$ cat src/rtl/spi_pkg.sv
package spi_pkg;
  localparam int DATA_W = 8;
  localparam int RATE_W = 2;

  typedef enum logic [1:0] {
    ADDR_CTRL = 2'd0,
    ADDR_STAT = 2'd1,
    ADDR_DATA = 2'd2
  } reg_addr_e;

  typedef struct packed {
    logic              spare;
    logic [RATE_W-1:0] rate;
    logic              cpha;
    logic              cpol;
    logic              master;
    logic              en;
    logic              irq_en;
  } ctrl_t;
endpackage

$ cat src/rtl/spi_sync.sv
module spi_sync #(
  parameter int           W       = 1,
  parameter logic [W-1:0] RST_VAL = '0
) (
  input  logic         clk,
  input  logic         rst_n,
  input  logic [W-1:0] d,
  output logic [W-1:0] q
);
  logic [W-1:0] stage1;

  always_ff @(posedge clk or negedge rst_n) begin
    if (!rst_n) begin
      stage1 <= RST_VAL;
      q      <= RST_VAL;
    end else begin
      stage1 <= d;
      q      <= stage1;
    end
  end
endmodule

$ cat src/rtl/spi_sclk_gen.sv
module spi_sclk_gen #(
  parameter int MIN_DIV = 8,
  parameter int RATE_W  = 2,
  parameter int BITS    = 8
) (
  input  logic              clk,
  input  logic              rst_n,
  input  logic              start,
  input  logic              abort,
  input  logic              cpol,
  input  logic [RATE_W-1:0] rate,
  output logic              busy,
  output logic              sck,
  output logic              lead_ev,
  output logic              trail_ev
);
  localparam int BASE_HALF = MIN_DIV / 2;
  localparam int MAX_HALF  = BASE_HALF << ((1 << RATE_W) - 1);
  localparam int CW        = $clog2(MAX_HALF) + 1;
  localparam int EW        = $clog2(2 * BITS);
  localparam logic [EW-1:0] LAST_EDGE = EW'(2 * BITS - 1);

  logic [CW-1:0] cnt;
  logic [CW-1:0] half;
  logic [EW-1:0] edge_idx;
  logic          tick;

  assign half     = CW'(BASE_HALF) << rate;
  assign tick     = busy && (cnt == half - 1'b1);
  assign lead_ev  = tick && !edge_idx[0];
  assign trail_ev = tick &&  edge_idx[0];

  always_ff @(posedge clk or negedge rst_n) begin
    if (!rst_n) begin
      busy     <= 1'b0;
      cnt      <= '0;
      edge_idx <= '0;
      sck      <= 1'b0;
    end else if (abort) begin
      busy <= 1'b0;
      sck  <= cpol;
    end else if (start) begin
      busy     <= 1'b1;
      cnt      <= '0;
      edge_idx <= '0;
      sck      <= cpol;
    end else if (tick) begin
      cnt      <= '0;
      sck      <= ~sck;
      edge_idx <= edge_idx + 1'b1;
      if (edge_idx == LAST_EDGE) busy <= 1'b0;
    end else if (busy) begin
      cnt <= cnt + 1'b1;
    end else begin
      sck <= cpol;
    end
  end
endmodule

$ cat src/rtl/spi_shift.sv
module spi_shift #(
  parameter int W = 8
) (
  input  logic         clk,
  input  logic         rst_n,
  input  logic         clear,
  input  logic         cpha,
  input  logic         lead_ev,
  input  logic         trail_ev,
  input  logic         sin,
  input  logic         load,
  input  logic [W-1:0] load_data,
  output logic         sout,
  output logic         in_xfer,
  output logic         done,
  output logic [W-1:0] rx
);
  localparam int CNTW = $clog2(W);

  logic [W-1:0]    shreg;
  logic [CNTW-1:0] bcnt;
  logic            mid;
  logic            sample_ev;
  logic            drive_ev;

  assign sample_ev = cpha ? trail_ev : lead_ev;
  assign drive_ev  = cpha ? lead_ev  : trail_ev;
  assign done      = trail_ev && (bcnt == CNTW'(W - 1));
  assign in_xfer   = mid || (bcnt != '0);

  always_ff @(posedge clk or negedge rst_n) begin
    if (!rst_n) begin
      shreg <= '0;
      sout  <= 1'b0;
      bcnt  <= '0;
      mid   <= 1'b0;
      rx    <= '0;
    end else if (load) begin
      shreg <= load_data;
      if (!cpha) sout <= load_data[W-1];
      bcnt  <= '0;
      mid   <= 1'b0;
    end else if (clear) begin
      bcnt <= '0;
      mid  <= 1'b0;
    end else begin
      if (sample_ev) shreg <= {shreg[W-2:0], sin};
      if (drive_ev)  sout  <= shreg[W-1];
      if (lead_ev)   mid   <= 1'b1;
      if (trail_ev) begin
        mid  <= 1'b0;
        bcnt <= done ? '0 : bcnt + 1'b1;
      end
      if (done) rx <= cpha ? {shreg[W-2:0], sin} : shreg;
    end
  end
endmodule

$ cat src/rtl/spi_port.sv
module spi_port
  import spi_pkg::*;
#(
  parameter int MIN_DIV = 8
) (
  input  logic       clk,
  input  logic       rst_n,
  input  logic       reg_wr,
  input  logic       reg_rd,
  input  logic [1:0] reg_addr,
  input  logic [7:0] reg_wdata,
  output logic [7:0] reg_rdata,
  output logic       irq,
  input  logic       sck_i,
  output logic       sck_o,
  output logic       sck_oe,
  input  logic       mosi_i,
  output logic       mosi_o,
  output logic       mosi_oe,
  input  logic       miso_i,
  output logic       miso_o,
  output logic       miso_oe,
  input  logic       ss_n_i
);
  ctrl_t ctrl;
  logic  done_f, wcol_f, modf_f, stat_seen, modf_seen;
  logic  ss_s, sck_s, mosi_s, sck_q;
  logic  master_mode, slave_act, fault;
  logic  s_lead, s_trail, m_lead, m_trail, m_busy, m_sck;
  logic  lead_ev, trail_ev, sin, sout, in_xfer, xfer_done, busy_any;
  logic  wr_ctrl, wr_data, rd_stat, data_acc, load, start, clear;
  logic [DATA_W-1:0] rx_byte;

  spi_sync #(.W(3), .RST_VAL(3'b100)) u_sync (
    .clk(clk), .rst_n(rst_n),
    .d({ss_n_i, sck_i, mosi_i}), .q({ss_s, sck_s, mosi_s})
  );

  always_ff @(posedge clk or negedge rst_n) begin
    if (!rst_n) sck_q <= 1'b0;
    else        sck_q <= sck_s;
  end

  assign master_mode = ctrl.en && ctrl.master;
  assign slave_act   = ctrl.en && !ctrl.master && !ss_s;
  assign fault       = master_mode && !ss_s;
  assign s_lead      = slave_act && (sck_q == ctrl.cpol) && (sck_s != ctrl.cpol);
  assign s_trail     = slave_act && (sck_q != ctrl.cpol) && (sck_s == ctrl.cpol);

  assign wr_ctrl  = reg_wr && (reg_addr == ADDR_CTRL);
  assign wr_data  = reg_wr && (reg_addr == ADDR_DATA);
  assign rd_stat  = reg_rd && (reg_addr == ADDR_STAT);
  assign data_acc = (reg_wr || reg_rd) && (reg_addr == ADDR_DATA);
  assign busy_any = m_busy || in_xfer;
  assign load     = wr_data && !busy_any;
  assign start    = load && master_mode && !fault;
  assign clear    = fault || (!ctrl.master && !slave_act);

  spi_sclk_gen #(.MIN_DIV(MIN_DIV), .RATE_W(RATE_W), .BITS(DATA_W)) u_sclk (
    .clk(clk), .rst_n(rst_n), .start(start), .abort(fault),
    .cpol(ctrl.cpol), .rate(ctrl.rate), .busy(m_busy), .sck(m_sck),
    .lead_ev(m_lead), .trail_ev(m_trail)
  );

  assign lead_ev  = master_mode ? m_lead  : s_lead;
  assign trail_ev = master_mode ? m_trail : s_trail;
  assign sin      = ctrl.master ? miso_i : mosi_s;

  spi_shift #(.W(DATA_W)) u_shift (
    .clk(clk), .rst_n(rst_n), .clear(clear), .cpha(ctrl.cpha),
    .lead_ev(lead_ev), .trail_ev(trail_ev), .sin(sin),
    .load(load), .load_data(reg_wdata), .sout(sout),
    .in_xfer(in_xfer), .done(xfer_done), .rx(rx_byte)
  );

  always_ff @(posedge clk or negedge rst_n) begin
    if (!rst_n) begin
      ctrl      <= '0;
      done_f    <= 1'b0;
      wcol_f    <= 1'b0;
      modf_f    <= 1'b0;
      stat_seen <= 1'b0;
      modf_seen <= 1'b0;
    end else begin
      if (wr_ctrl) ctrl <= ctrl_t'(reg_wdata);
      if (data_acc && stat_seen) begin
        done_f    <= 1'b0;
        wcol_f    <= 1'b0;
        stat_seen <= 1'b0;
      end
      if (rd_stat && (done_f || wcol_f)) stat_seen <= 1'b1;
      if (xfer_done) done_f <= 1'b1;
      if (wr_data && busy_any) wcol_f <= 1'b1;
      if (wr_ctrl && modf_seen) begin
        modf_f    <= 1'b0;
        modf_seen <= 1'b0;
      end
      if (rd_stat && modf_f) modf_seen <= 1'b1;
      if (fault) begin
        modf_f      <= 1'b1;
        ctrl.en     <= 1'b0;
        ctrl.master <= 1'b0;
      end
    end
  end

  always_comb begin
    case (reg_addr)
      ADDR_CTRL: reg_rdata = ctrl;
      ADDR_STAT: reg_rdata = {4'b0, busy_any, modf_f, wcol_f, done_f};
      ADDR_DATA: reg_rdata = rx_byte;
      default:   reg_rdata = '0;
    endcase
  end

  assign sck_o   = m_sck;
  assign sck_oe  = master_mode;
  assign mosi_o  = sout;
  assign mosi_oe = master_mode;
  assign miso_o  = sout;
  assign miso_oe = slave_act;
  assign irq     = ctrl.irq_en && (done_f || modf_f);
endmodule

$ cat config.mk
export PLATFORM = sky130hd
export DESIGN_NAME = spi_port
export DESIGN_NICKNAME = d
export VERILOG_FILES = /design/src/rtl/spi_pkg.sv /design/src/rtl/spi_sync.sv /design/src/rtl/spi_sclk_gen.sv /design/src/rtl/spi_shift.sv /design/src/rtl/spi_port.sv
export SDC_FILE = /design/constraint.sdc
export NUM_CORES = 1
export LEC_CHECK = 0
export ABC_CLOCK_PERIOD_IN_PS = 2730
export BUFFER_PORTS_ARGS = -buffer_cell sky130_fd_sc_hd__buf_2
export CAP_MARGIN = 10
export CORE_MARGIN = 1
export CORE_UTILIZATION = 58
export DETAILED_ROUTE_END_ITERATION = 8
export GPL_ROUTABILITY_DRIVEN = 1
export PLACE_DENSITY = 0.87
export SLEW_MARGIN = 30
export SYNTH_ARGS = -nofsm -noshare
export SYNTH_HDL_FRONTEND = slang
export SYNTH_SLANG_ARGS = --single-unit
$ cat constraint.sdc
create_clock -name clk -period 2.73 [get_ports clk]
set_clock_uncertainty 0.15 [all_clocks]
set_input_delay 0.273 -clock clk [delete_from_list [all_inputs] [get_ports clk]]
set_output_delay 0.273 -clock clk [all_outputs]
set_load 0.02 [all_outputs]
# Word level (Yosys, flattened, before mapping)
# Cells that the tools add are included.
# word_totals
out_inout_bits	15
input_bits	18
ff_bits	53
# op_classes
mux	44
shifts	1
bitwise_logic	4
n_eq_ne	12
add_sub_neg	4
n_reduce_logical	60
# ops
cell	count
2-to-1 mux 8 bit	4
2-to-1 mux 1 bit	28
logical AND 1 bit	26
case mux 8 bit (3 select lines)	1
2-to-1 mux 6 bit	3
nonzero test 2 bit	9
2-to-1 mux 3 bit	5
nonzero test 3 bit	5
2-to-1 mux 4 bit	2
AND reduction 2 bit	4
adder 6 x 1 -> 6 bit, second input constant	1
== test 6 bit	1
zero test 1 bit	6
logical OR 1 bit	6
AND reduction 3 bit	2
<< shifter 3 x 2 -> 6 bit, first input constant	1
subtractor 6 x 1 -> 6 bit, second input constant	1
adder 4 x 1 -> 4 bit, second input constant	1
== test 4 bit, second input constant	1
inequality test 2 bit, second input constant	2
inequality test 4 bit, second input constant	1
inverter 1 bit	4
nonzero test 4 bit	1
adder 3 x 1 -> 3 bit, second input constant	1
7 further kinds	9

# Longest topological paths before layout
# depth
word_depth	11
mapped_depth	8
ltp_nobuf	7

# Modules after synthesis
# From an unflattened synthesis, not the netlist that was laid out.
# unflattened
cells_unflattened	272
hier_area_um2	2824.0
# by_module_without_submodules
module	area_each_um2	cells_each	seq_area_each_um2	instances
spi_shift	1082.3	102	525.5	1
spi_port	873.3	84	350.3	1
spi_sclk_gen	715.7	80	300.3	1
spi_sync	152.6	6	152.6	1

# Worst setup path before layout
# No wires, ideal clock.
# synth_timing
path_kind	reg-to-reg
start	reg ctrl[2] (netlist name)
end	reg u_shift.shreg[0]
synth_period_minus_slack_ns	2.606
path_stages_with_launch	7
setup_slack_ns	0.124
t_arrival_ns	2.332
setup_ns	0.125
path_buffers	1
cell_sequence	dfrtp_1 > buf_2 > nor3b_1 > o21ai_0 > o221ai_1 > a221oi_4 > mux2_2
# synth_via
elab_chain_len	9
elab_cells_between_ends	22
cone_classes	eq/ne: 1; mux: 7; reduce/logical: 14
# synth_lines
item	line_no	rtl
start, declared	spi_port.sv:25	ctrl_t ctrl;
start signal, assigned	spi_port.sv:85	if (wr_ctrl) ctrl <= ctrl_t'(reg_wdata);
zero test 1 bit *	spi_port.sv:45	assign slave_act = ctrl.en && !ctrl.master && !ss_s;
logical AND 1 bit * (2 in series)	spi_port.sv:45	
net miso_oe	spi_port.sv:22	output logic miso_oe,
logical AND 1 bit (on tied branches) (2 in series)	spi_port.sv:47, spi_port.sv:48	
2-to-1 mux 1 bit (on tied branches)	spi_port.sv:65, spi_port.sv:66	
2-to-1 mux 1 bit	spi_shift.sv:26	assign sample_ev = cpha ? trail_ev : lead_ev;
nonzero test 2 bit (no source line)	n/a	
AND reduction 2 bit (no source line) *	n/a	
end signal, assigned	spi_shift.sv:39	shreg <= load_data;
end signal, assigned	spi_shift.sv:47	if (sample_ev) shreg <= {shreg[W-2:0], sin};
end, declared	spi_shift.sv:20	logic [W-1:0] shreg;
# Mark *: on every way through the listed nets, which the timed path passes. The rest lies on a longest branch. The select of a mux whose other input is x is not followed.
# A chain may end at the register's enable or synchronous reset.

# Worst setup path in the final report
# layout_timing
start	reg ctrl[3] (netlist name)
end	reg u_shift.shreg[3]
# layout_via
elab_chain_len	7
elab_cells_between_ends	13
cone_classes	eq/ne: 4; mux: 3; reduce/logical: 6
# layout_lines
item	line_no
== test 1 bit / inequality test 1 bit (equally long branches)	spi_port.sv:47, spi_port.sv:48
logical AND 1 bit (on tied branches) (2 in series)	spi_port.sv:47, spi_port.sv:48
2-to-1 mux 1 bit (on tied branches)	spi_port.sv:65, spi_port.sv:66
2-to-1 mux 1 bit *	spi_shift.sv:26
nonzero test 2 bit (no source line) *	n/a
AND reduction 2 bit (no source line) *	n/a
# Mark *: on every way between the ends. The rest lies on a longest branch, timed or not.

==> flow_summary.yaml <==
timing:
  slew_viol_final: 0
  rsz0062_at_grt: "no"
  final-hold-violation-count: 0
  max_freq_mhz: 393.3
  final.setup.worst_slack_ns: 0.1875
  hold_ws_ns: 0.05185
  period_share: 0.9313
  worst_pin_slew_ns: 0.6706
  setup-tns-final_ns: 0
  relSlewSlack: 0.5530
  final-setup-viol-count: 0
  period_minus_slack_ns: 2.542
detailed_routing:
  drt_iter0_drc: 155
  drc_errors: 0
  vias: 2209
  routed_via_density: 5.922
  wirelength_um: 6162
  dr.pass1.iters: 4
  wire_per_inst_um: 16.52
  ant_nets: 0
setup_path:
  crit_path_end_kind: "register"
  start_kind: "register"
  crit_fanout: 8
  critical_path_required_ns: 2.78
  ff2ff_setup_slack_ns: 0.19
  cp.arrival_ns: 2.60
  crit_type: "reg -> reg"
clock_tree:
  clkTransAtPathRegs_ns: 0.09
  cts_buffers: 5
  cts.htree.levels: 2
  cts_buffer_depth: 2
  clkLatencyLatePin_ns: 0.31
  ctsResizeCount: 0
  cts_tree: "done"
  clockRootBuffer: "clkbuf_8"
  post-cts-setup-buffers: 0
  cts_hold_buf: 4
  clock_sinks: 53
synthesis:
  syn-num-nets: 290
  synth_largest_area_cell: "dfrtp_1"
  ys_seq_elements: 53
  yosys.area.top_type_share: 0.4441
  synth_cell_types: 51
  async_reset_ff_frac: 1.000
  synth.area.top_cells: "dfrtp_1 (44%), mux2_2 (14%), mux2i_1 (4.5%)"
  synth-warning-count: 0
  synth_edf_count: 0
  synthCells: 267
  netlist_area_um2: 2874
  yosysSeqAreaShare: 0.4623
  synth_flop_cell: "dfrtp_1"
  postSynthAreaPerCell_um2: 10.76
placed_design:
  io_buffers: 32
  dp_slack_ns: 0.2423
  dp_cells: 361
  gp_congestion: 0.8039
  hpwl_um: 4353
die:
  die_area_um2: 5241
  die_h_um: 72.40
  io_pins: 33
  die_w_um: 72.40
  core_area_um2: 4755
  initial_utilization: 0.6045
  num_rows: 25
final_layout:
  stdcell_count: 373
  nets: 328
  drive_above_1_share: 0.3039
  syn2layout_area_growth_pct: 13.58
  layout_commonest_cell: "dfrtp_1"
  fill_cells: 373
  antenna_cells: 0
  mostFrequentLayoutCells: "dfrtp_1 (51), mux2_2 (35), buf_2 (32), nor2_1 (26), nand2_1 (20)"
grt:
  grt_pass1_wl_um: 10090
  antenna_found_initial: 0
  grt_pass1_vias: 2093
  overflow: 0
  grt_usage: 0.2533
  grt_max_degree: 54
power:
  peakVddDrop_mv: 0.4590
  total_power_mw: 2.777
  power_density_nw_per_um2: 850.7
  leakage_nw: 1.488
run:
  max-cap-violations: 0
status:
  status: "completed"
worst_hold_path:
  min_path_type: "in -> reg"
[sequential cells by signal (all words and copies together) (netlist names), 3 cells and up]
| name | count |
|---|---|
| u_sclk.edge_idx | 4 |
| u_shift.shreg | 8 |
| u_sync.stage1 | 3 |
| u_sync.q | 3 |
| u_shift.bcnt | 3 |
| u_shift.rx | 8 |
| u_sclk.cnt | 6 |
| ctrl | 8 |
[area by class of cell]
| cell class | instances | area, um2 | area share |
|---|---|---|---|
| flip-flops and latches | 53 | 1329 | 0.4071 |
| well taps | 67 | 83.83 | 0.02568 |
| clock buffers | 7 | 86.33 | 0.02645 |
| inverters | 7 | 26.28 | 0.008049 |
| repair buffers | 41 | 237.7 | 0.07282 |
| clock inverters | 1 | 30.03 | 0.009199 |
| multi-input cells | 197 | 1471 | 0.4507 |
[power by group]
group / switching, mW / internal, mW / total, mW
Sequential: 0.257 / 0.992 / 1.25
Clock: 0.249 / 0.299 / 0.548
Combinational: 0.502 / 0.478 / 0.980
[cell usage after synthesis, types with 4 or more instances]
cell type and n:
mux2i_1 13, nor3b_1 4, inv_1 7, a21oi_1 7, nand3_1 8, ha_1 5
nand2b_1 5, clkbuf_1 4, dfrtp_1 51, nor3_1 4, mux2_2 35, nand2_1 20
o21ai_0 19, xor2_1 4, nor2b_1 4, xnor2_1 4, nor2_1 26
[per-layer routing]
metal / GRT usage / vias up / share of wire
met5: 0 / - / 0
met4: 0.07843 / 0 / 0.014
met3: 0.04306 / 10 / 0.052
met2: 0.4123 / 75 / 0.49
met1: 0.3476 / 1093 / 0.44
li1: - / 1031 / -
[critical path, stage by stage (launching register included)]
cell and delay, ns:
dfrtp_1 0.47, and3b_1 0.19, o21ai_0 0.46, o221ai_1 0.24, a221oi_4 0.52, mux2_2 0.40
[logic make-up after synthesis]
logic type | synth area share
AND/OR/NAND/NOR | 0.1602
multiplexers | 0.1824
buffers and inverters | 0.02569
AO/OA/AOI/OAI | 0.1232
flip-flops | 0.4623
XOR/XNOR | 0.02438
adder cells (fa/ha/maj) | 0.02177
[through the flow]
stage / area [um2] / util
detailed placement: 3108 / 0.6537
finish: 3264 / 0.6866
floorplan: 2874 / -
CTS: 3264 / 0.6866
global placement: 3108 / 0.6537
global route: 3264 / 0.6866
[worst paths after layout]
check,depth (start not counted),startpoint,endpoint
max in group asynchronous,3,rst_n,u_sclk.cnt[5]
worst min-delay path,3,reg_wdata[4],ctrl[4]
worst max-delay path,5,ctrl[3],u_shift.shreg[3]
min in group asynchronous,3,rst_n,stat_seen
worst max register to register,5,ctrl[3],u_shift.shreg[3]
worst min register to register,0,u_sync.stage1[0],u_sync.q[0]
Note: power is estimated with default switching activity, not from simulation.
